`src/rtl/dss_pkg.sv`:
```
package dss_pkg;
  typedef enum logic {
    PH_DELAY = 1'b0,
    PH_WIDTH = 1'b1
  } phase_e;
endpackage

```
`src/rtl/dss_ctrl.sv`:
```
// Run flag and phase tracking with the fixed same-cycle priority rules.
module dss_ctrl
  import dss_pkg::*;
(
  input  logic   clk,
  input  logic   rst,
  input  logic   en_wr,
  input  logic   en_val,
  input  logic   ext_trig,
  input  logic   uf,
  output logic   run,
  output phase_e phase,
  output logic   stop
);
  logic run_nxt;

  always_comb begin
    stop    = uf && (phase == PH_WIDTH);
    run_nxt = run;
    // self-stop beats the external strobe
    if (stop)          run_nxt = 1'b0;
    else if (ext_trig) run_nxt = 1'b1;
    // a write to the enable bit beats both
    if (en_wr)         run_nxt = en_val;
  end

  always_ff @(posedge clk) begin
    if (rst) begin
      run   <= 1'b0;
      phase <= PH_DELAY;
    end else begin
      run <= run_nxt;
      if (uf) phase <= (phase == PH_DELAY) ? PH_WIDTH : PH_DELAY;
    end
  end
endmodule

```
`src/rtl/dss_count.sv`:
```
// Down counter, reload register and read-back masking.
module dss_count
  import dss_pkg::*;
#(
  parameter int W = 16
) (
  input  logic         clk,
  input  logic         rst,
  input  logic         tick_act,
  input  phase_e       phase,
  input  logic         cnt_ok,
  input  logic [W-1:0] cnt_wdata,
  input  logic         rld_wr,
  input  logic [W-1:0] rld_wdata,
  output logic         uf,
  output logic [W-1:0] cnt_q,
  output logic [W-1:0] cnt_rd
);
  localparam logic [W-1:0] ALL_ONES = {W{1'b1}};
  localparam logic [W-1:0] ONE      = {{(W-1){1'b0}}, 1'b1};

  logic [W-1:0] rld_q;
  logic         mask_q;
  logic         at_zero;

  assign at_zero = (cnt_q == '0);
  assign uf      = tick_act && at_zero;

  always_ff @(posedge clk) begin
    if (rst) rld_q <= '0;
    else if (rld_wr) rld_q <= rld_wdata;
  end

  always_ff @(posedge clk) begin
    if (rst) begin
      cnt_q  <= '0;
      mask_q <= 1'b0;
    end else begin
      mask_q <= uf && (phase == PH_DELAY);
      if (cnt_ok)
        cnt_q <= cnt_wdata;
      else if (tick_act)
        cnt_q <= (at_zero && phase == PH_DELAY) ? rld_q : cnt_q - ONE;
    end
  end

  assign cnt_rd = mask_q ? ALL_ONES : cnt_q;
endmodule

```
`src/rtl/dss_outff.sv`:
```
// Output flip-flop with preset level and interrupt pulse.
module dss_outff (
  input  logic clk,
  input  logic rst,
  input  logic lvl_ok,
  input  logic lvl_wdata,
  input  logic uf,
  output logic pulse_out,
  output logic irq
);
  always_ff @(posedge clk) begin
    if (rst) begin
      pulse_out <= 1'b0;
      irq       <= 1'b0;
    end else begin
      irq <= uf;
      if (lvl_ok)  pulse_out <= lvl_wdata;
      else if (uf) pulse_out <= ~pulse_out;
    end
  end
endmodule

```
`src/rtl/dss_timer.sv`:
```
module dss_timer
  import dss_pkg::*;
#(
  parameter int CNT_W = 16
) (
  input  logic             clk,
  input  logic             rst,
  input  logic             tick,
  input  logic             en_wr,
  input  logic             en_val,
  input  logic             ext_trig,
  input  logic             cnt_wr,
  input  logic [CNT_W-1:0] cnt_wdata,
  input  logic             rld_wr,
  input  logic [CNT_W-1:0] rld_wdata,
  input  logic             lvl_wr,
  input  logic             lvl_wdata,
  output logic             pulse_out,
  output logic             irq,
  output logic [CNT_W-1:0] cnt_rd
);
  logic             run_w;
  logic             stop_w;
  logic             uf_w;
  phase_e           phase_w;
  logic [CNT_W-1:0] cnt_q_w;

  dss_ctrl u_ctrl (
    .clk     (clk),
    .rst     (rst),
    .en_wr   (en_wr),
    .en_val  (en_val),
    .ext_trig(ext_trig),
    .uf      (uf_w),
    .run     (run_w),
    .phase   (phase_w),
    .stop    (stop_w)
  );

  dss_count #(.W(CNT_W)) u_count (
    .clk      (clk),
    .rst      (rst),
    .tick_act (run_w && tick),
    .phase    (phase_w),
    .cnt_ok   (cnt_wr && !run_w),
    .cnt_wdata(cnt_wdata),
    .rld_wr   (rld_wr),
    .rld_wdata(rld_wdata),
    .uf       (uf_w),
    .cnt_q    (cnt_q_w),
    .cnt_rd   (cnt_rd)
  );

  dss_outff u_out (
    .clk      (clk),
    .rst      (rst),
    .lvl_ok   (lvl_wr && !run_w),
    .lvl_wdata(lvl_wdata),
    .uf       (uf_w),
    .pulse_out(pulse_out),
    .irq      (irq)
  );
endmodule

```
`config.mk`:
```
export PLATFORM = sky130hd
export DESIGN_NAME = dss_timer
export DESIGN_NICKNAME = d
export VERILOG_FILES = /design/src/rtl/dss_pkg.sv /design/src/rtl/dss_ctrl.sv /design/src/rtl/dss_count.sv /design/src/rtl/dss_outff.sv /design/src/rtl/dss_timer.sv
export SDC_FILE = /design/constraint.sdc
export NUM_CORES = 1
export LEC_CHECK = 0
export ABC_AREA = 1
export BUFFER_PORTS_ARGS = -buffer_cell sky130_fd_sc_hd__buf_4
export CORE_MARGIN = 5
export CORE_UTILIZATION = 52
export CTS_CLUSTER_DIAMETER = 60
export DETAILED_ROUTE_END_ITERATION = 8
export PLACE_DENSITY_LB_ADDON = 0.05
export SYNTH_ARGS = -nofsm -noshare
export SYNTH_HDL_FRONTEND = slang
export SYNTH_SLANG_ARGS = --single-unit
```
`constraint.sdc`:
```
create_clock -name clk -period 2 [get_ports clk]
set_clock_uncertainty 0.1 [all_clocks]
set_input_delay 0.1 -clock clk [delete_from_list [all_inputs] [get_ports clk]]
set_output_delay 0.1 -clock clk [all_outputs]
set_load 0.01 [all_outputs]
```
==> flow_summary.toml <==
[cts]
clk-insertion-delay-late_ns = 0.29
htreeDepth = 2
numCtsBuffers = 5
cts_tree = "built"
cts.path.max_buffers = 2
cts_sinks = 37
ctsRootBufferMaster = "clkbuf_8"
cts.reportedPaths.clkPinSlew_ns = 0.08

[sta]
fmax_mhz = 548
slew_violations = 0
slew_headroom_pct = 55.8
period_share_pct = 91.2
tns_ns = 0
fin_crit_ns = 1.82
setup_viol = 0
hold_viol = 0
rsz0062_at_grt = "no"
tightestPinTransition_ns = 0.663

[power_and_ir_drop]
power_mw = 2.34
powerDensity_nw_per_um2 = 782
leakage_nw = 1.52
peakVddDrop_mv = 0.527

[die]
fp.dieW_um = 74.5
die_area_um2 = 5550
die_h_um = 74.5
core_um2 = 4030
rows = 23
num_io_pins = 60
initial_utilization_pct = 53.7

[critical_path]
start_kind = "flop"
critPathArrivalTime_ns = 1.95
crit_type = "reg -> reg"
r2r_setup_slack_ns = 0.18
cpMostUsedCell = "nand2_1"
cp_max_fo = 10
cp-end-kind = "flop"
regToRegEndpoint = "u_count.cnt_q[5]$_SDFFE_PP0P_"
r2r-start = "u_count.cnt_q[0]$_SDFFE_PP0P_"
cp.required_ns = 2.12
crit_slowest_cell = "dfxtp_1"
ff2ff_path_depth = 10
critical_path.cell_chain = "inv_1 > ha_1 > nand2_2 > nor2_8 > nand3_4 > clkinv_4 > nand2_1 > nand3_1 > nand2_1 > a21oi_1"
critPathMaxStageDelay_ns = 0.33

[flow_run]
maxCapViolCount = 0

[drt]
drt-total-wl_um = 6610
drc = 0
drt-initial-drc-count = 219
vias = 2519
drtAntennaViolNets = 0
drt-wirelength-per-cell_um = 13.7
drtPass1Iterations = 6
via_per_inst = 5.24

[yosys]
yosysUniqueCellTypes = 29
yosysTopAreaCell = "dfxtp_1"
ys_ff_latch = 37
seq_area_frac_synth_pct = 34.2
ys_warn_count = 0
syn_avg_cell_area_um2 = 6.22
synthCells = 348
yosys.area.top_type_share_pct = 34.2
syn_area_um2 = 2160
ys_top_cells_by_area = "dfxtp_1 34%, nand2_1 16%, nor2_1 12%, o21ai_0 7.6%, inv_1 5.2%"
synthesis.nets = 391

[worst_hold_path]
min_to = "u_out.pulse_out$_SDFFE_PP0P_"
hold_path.class = "in -> reg"
hp-start = "lvl_wr"
hold_depth = 3

[global_route]
antenna_found_initial = 0
grt_pass1_wl_um = 10400
grt_start_max_net_pins = 26
track_usage_pct = 24.5
grt_pass1_vias = 2211
globalRouteOverflowTotal = 0

[cells_and_area]
mostFrequentLayoutCell = "nand2_1"
mostFrequentLayoutCells = "93 x nand2_1, 70 x nor2_1, 67 x buf_4, 37 x dfxtp_1, 33 x o21ai_0"
area_growth_pct = 38.0
n_fill_cell = 345
diodes = 0
multiInputGateArea_um2 = 1260
drive_gt1_share_pct = 23.2
seqCellArea_um2 = 741
fin_nets = 473

[outcome]
outcome = "finished clean"

[placed_design]
gp_congestion = 0.886
port-buffer-count = 59
post-dp-hpwl_um = 4620
==> power breakdown <==
part           internal [mW]  switching (mW)  leakage (nW)  total (mW)
combinational          0.340           0.451          1.16       0.791
sequential             0.796          0.0572         0.306       0.853
clock                  0.406           0.285        0.0574       0.691
total                   1.54           0.794          1.52        2.34
==> final cells by class <==
class,instances,area share (%)
tap,50,2.09
sequential,37,24.8
inverter,32,4.19
clock inverter,2,1.26
timing repair buffer,85,22.9
clock buffer,6,2.76
multi-input combinational,269,42.0
==> worst max-delay path by stage <==
stage | start | slack (ns) | to | cells after the start
5_1_grt | u_count.cnt_q[0]$_SDFFE_PP0P_ | 0.03 | u_count.cnt_q[5]$_SDFFE_PP0P_ | 10
3_3_place_gp | u_count.cnt_q[0]$_SDFFE_PP0P_ | 0.18 | u_count.cnt_q[5]$_SDFFE_PP0P_ | 10
2_1_floorplan | u_count.cnt_q[0]$_SDFFE_PP0P_ | 0.38 | u_count.cnt_q[6]$_SDFFE_PP0P_ | 10
6_report | u_count.cnt_q[0]$_SDFFE_PP0P_ | 0.18 | u_count.cnt_q[5]$_SDFFE_PP0P_ | 10
3_5_place_dp | u_count.cnt_q[0]$_SDFFE_PP0P_ | 0.14 | u_count.cnt_q[5]$_SDFFE_PP0P_ | 10
4_1_cts | u_count.cnt_q[0]$_SDFFE_PP0P_ | 0.08 | u_count.cnt_q[5]$_SDFFE_PP0P_ | 10
==> cells in the mapped netlist <==
cell / instances
or2_0: 1
nand3_1: 14
ha_1: 1
nand2_2: 3
a21oi_2: 1
nand2_1: 93
nor2_8: 1
nor3_1: 1
or2_2: 8
nor2_4: 1
o21ai_0: 33
nor2_1: 70
clkinv_1: 1
xor2_1: 7
nor2_2: 6
a31oi_1: 1
nand3_4: 1
clkbuf_1: 6
nand4_1: 2
buf_1: 1
o21ai_1: 1
dfxtp_1: 37
inv_1: 30
clkinv_4: 1
buf_2: 3
buf_6: 1
a21oi_1: 20
nand3_2: 2
and2_1: 1
==> what timing repair did <==
item | CTS | global route
hold buffers | 18 | 0
setup buffers | 0 | 5
setup endpoints to repair | 0 | 6
gates resized for setup | 0 | 0
endpoints found under the hold margin | 22 | 0
==> stage by stage <==
| step | hold WS [ns] | setup slack [ns] | instance area (um2) | cells | util (%) |
|---|---|---|---|---|---|
| detailed placement | 0.228 | 0.137 | 2640 | 449 | 65.5 |
| global route | 0.0429 | 0.0342 | 2990 | 481 | 74.2 |
| finish | 0.0152 | 0.175 | 2990 | 481 | 74.2 |
| global placement | 0.220 | 0.183 | 2640 | 449 | 65.5 |
| floorplan | 0.0691 | 0.381 | 2160 | 348 | - |
| CTS | 0.00166 | 0.0830 | 2940 | 475 | 73.0 |
==> registers in the layout, indices dropped and copies added, names as in the netlist <==
| signal | flops |
|---|---|
| u_out.irq | 1 |
| u_out.pulse_out | 1 |
| u_count.cnt_q | 16 |
| u_count.mask_q | 1 |
| u_count.rld_q | 16 |
| u_ctrl.run | 1 |
| u_ctrl.phase | 1 |
==> critical path: cells and delay by family, from the launching register on <==
kind,cells,cell delay (ns)
compound gates,1,0.13
simple gates,6,0.74
buf+inv,2,0.24
flops,1,0.33
fa+ha+maj,1,0.21
==> metal layers <==
layer  wire [um]  vias to the layer above  share of wire (%)  GRT usage (%)
met2        3220                      118                 49           38.8
met3         527                       15                8.0           5.27
met1        2730                     1130                 41           32.3
met5           0                        -                  0              0
met4         135                        0                2.0           9.88
li1            -                     1256                  -              -
==> kinds of logic after synthesis <==
logic type	Yosys count	share of synthesized area (%)
and+or+nand+nor	204	41.0
xor gates and xnor gates	7	2.83
buffers and inverters	43	8.21
DFF	37	34.2
AOI/OAI and AO/OA	56	13.2
adders and majority gates	1	0.578
Note: power is estimated with default switching activity, not from simulation.
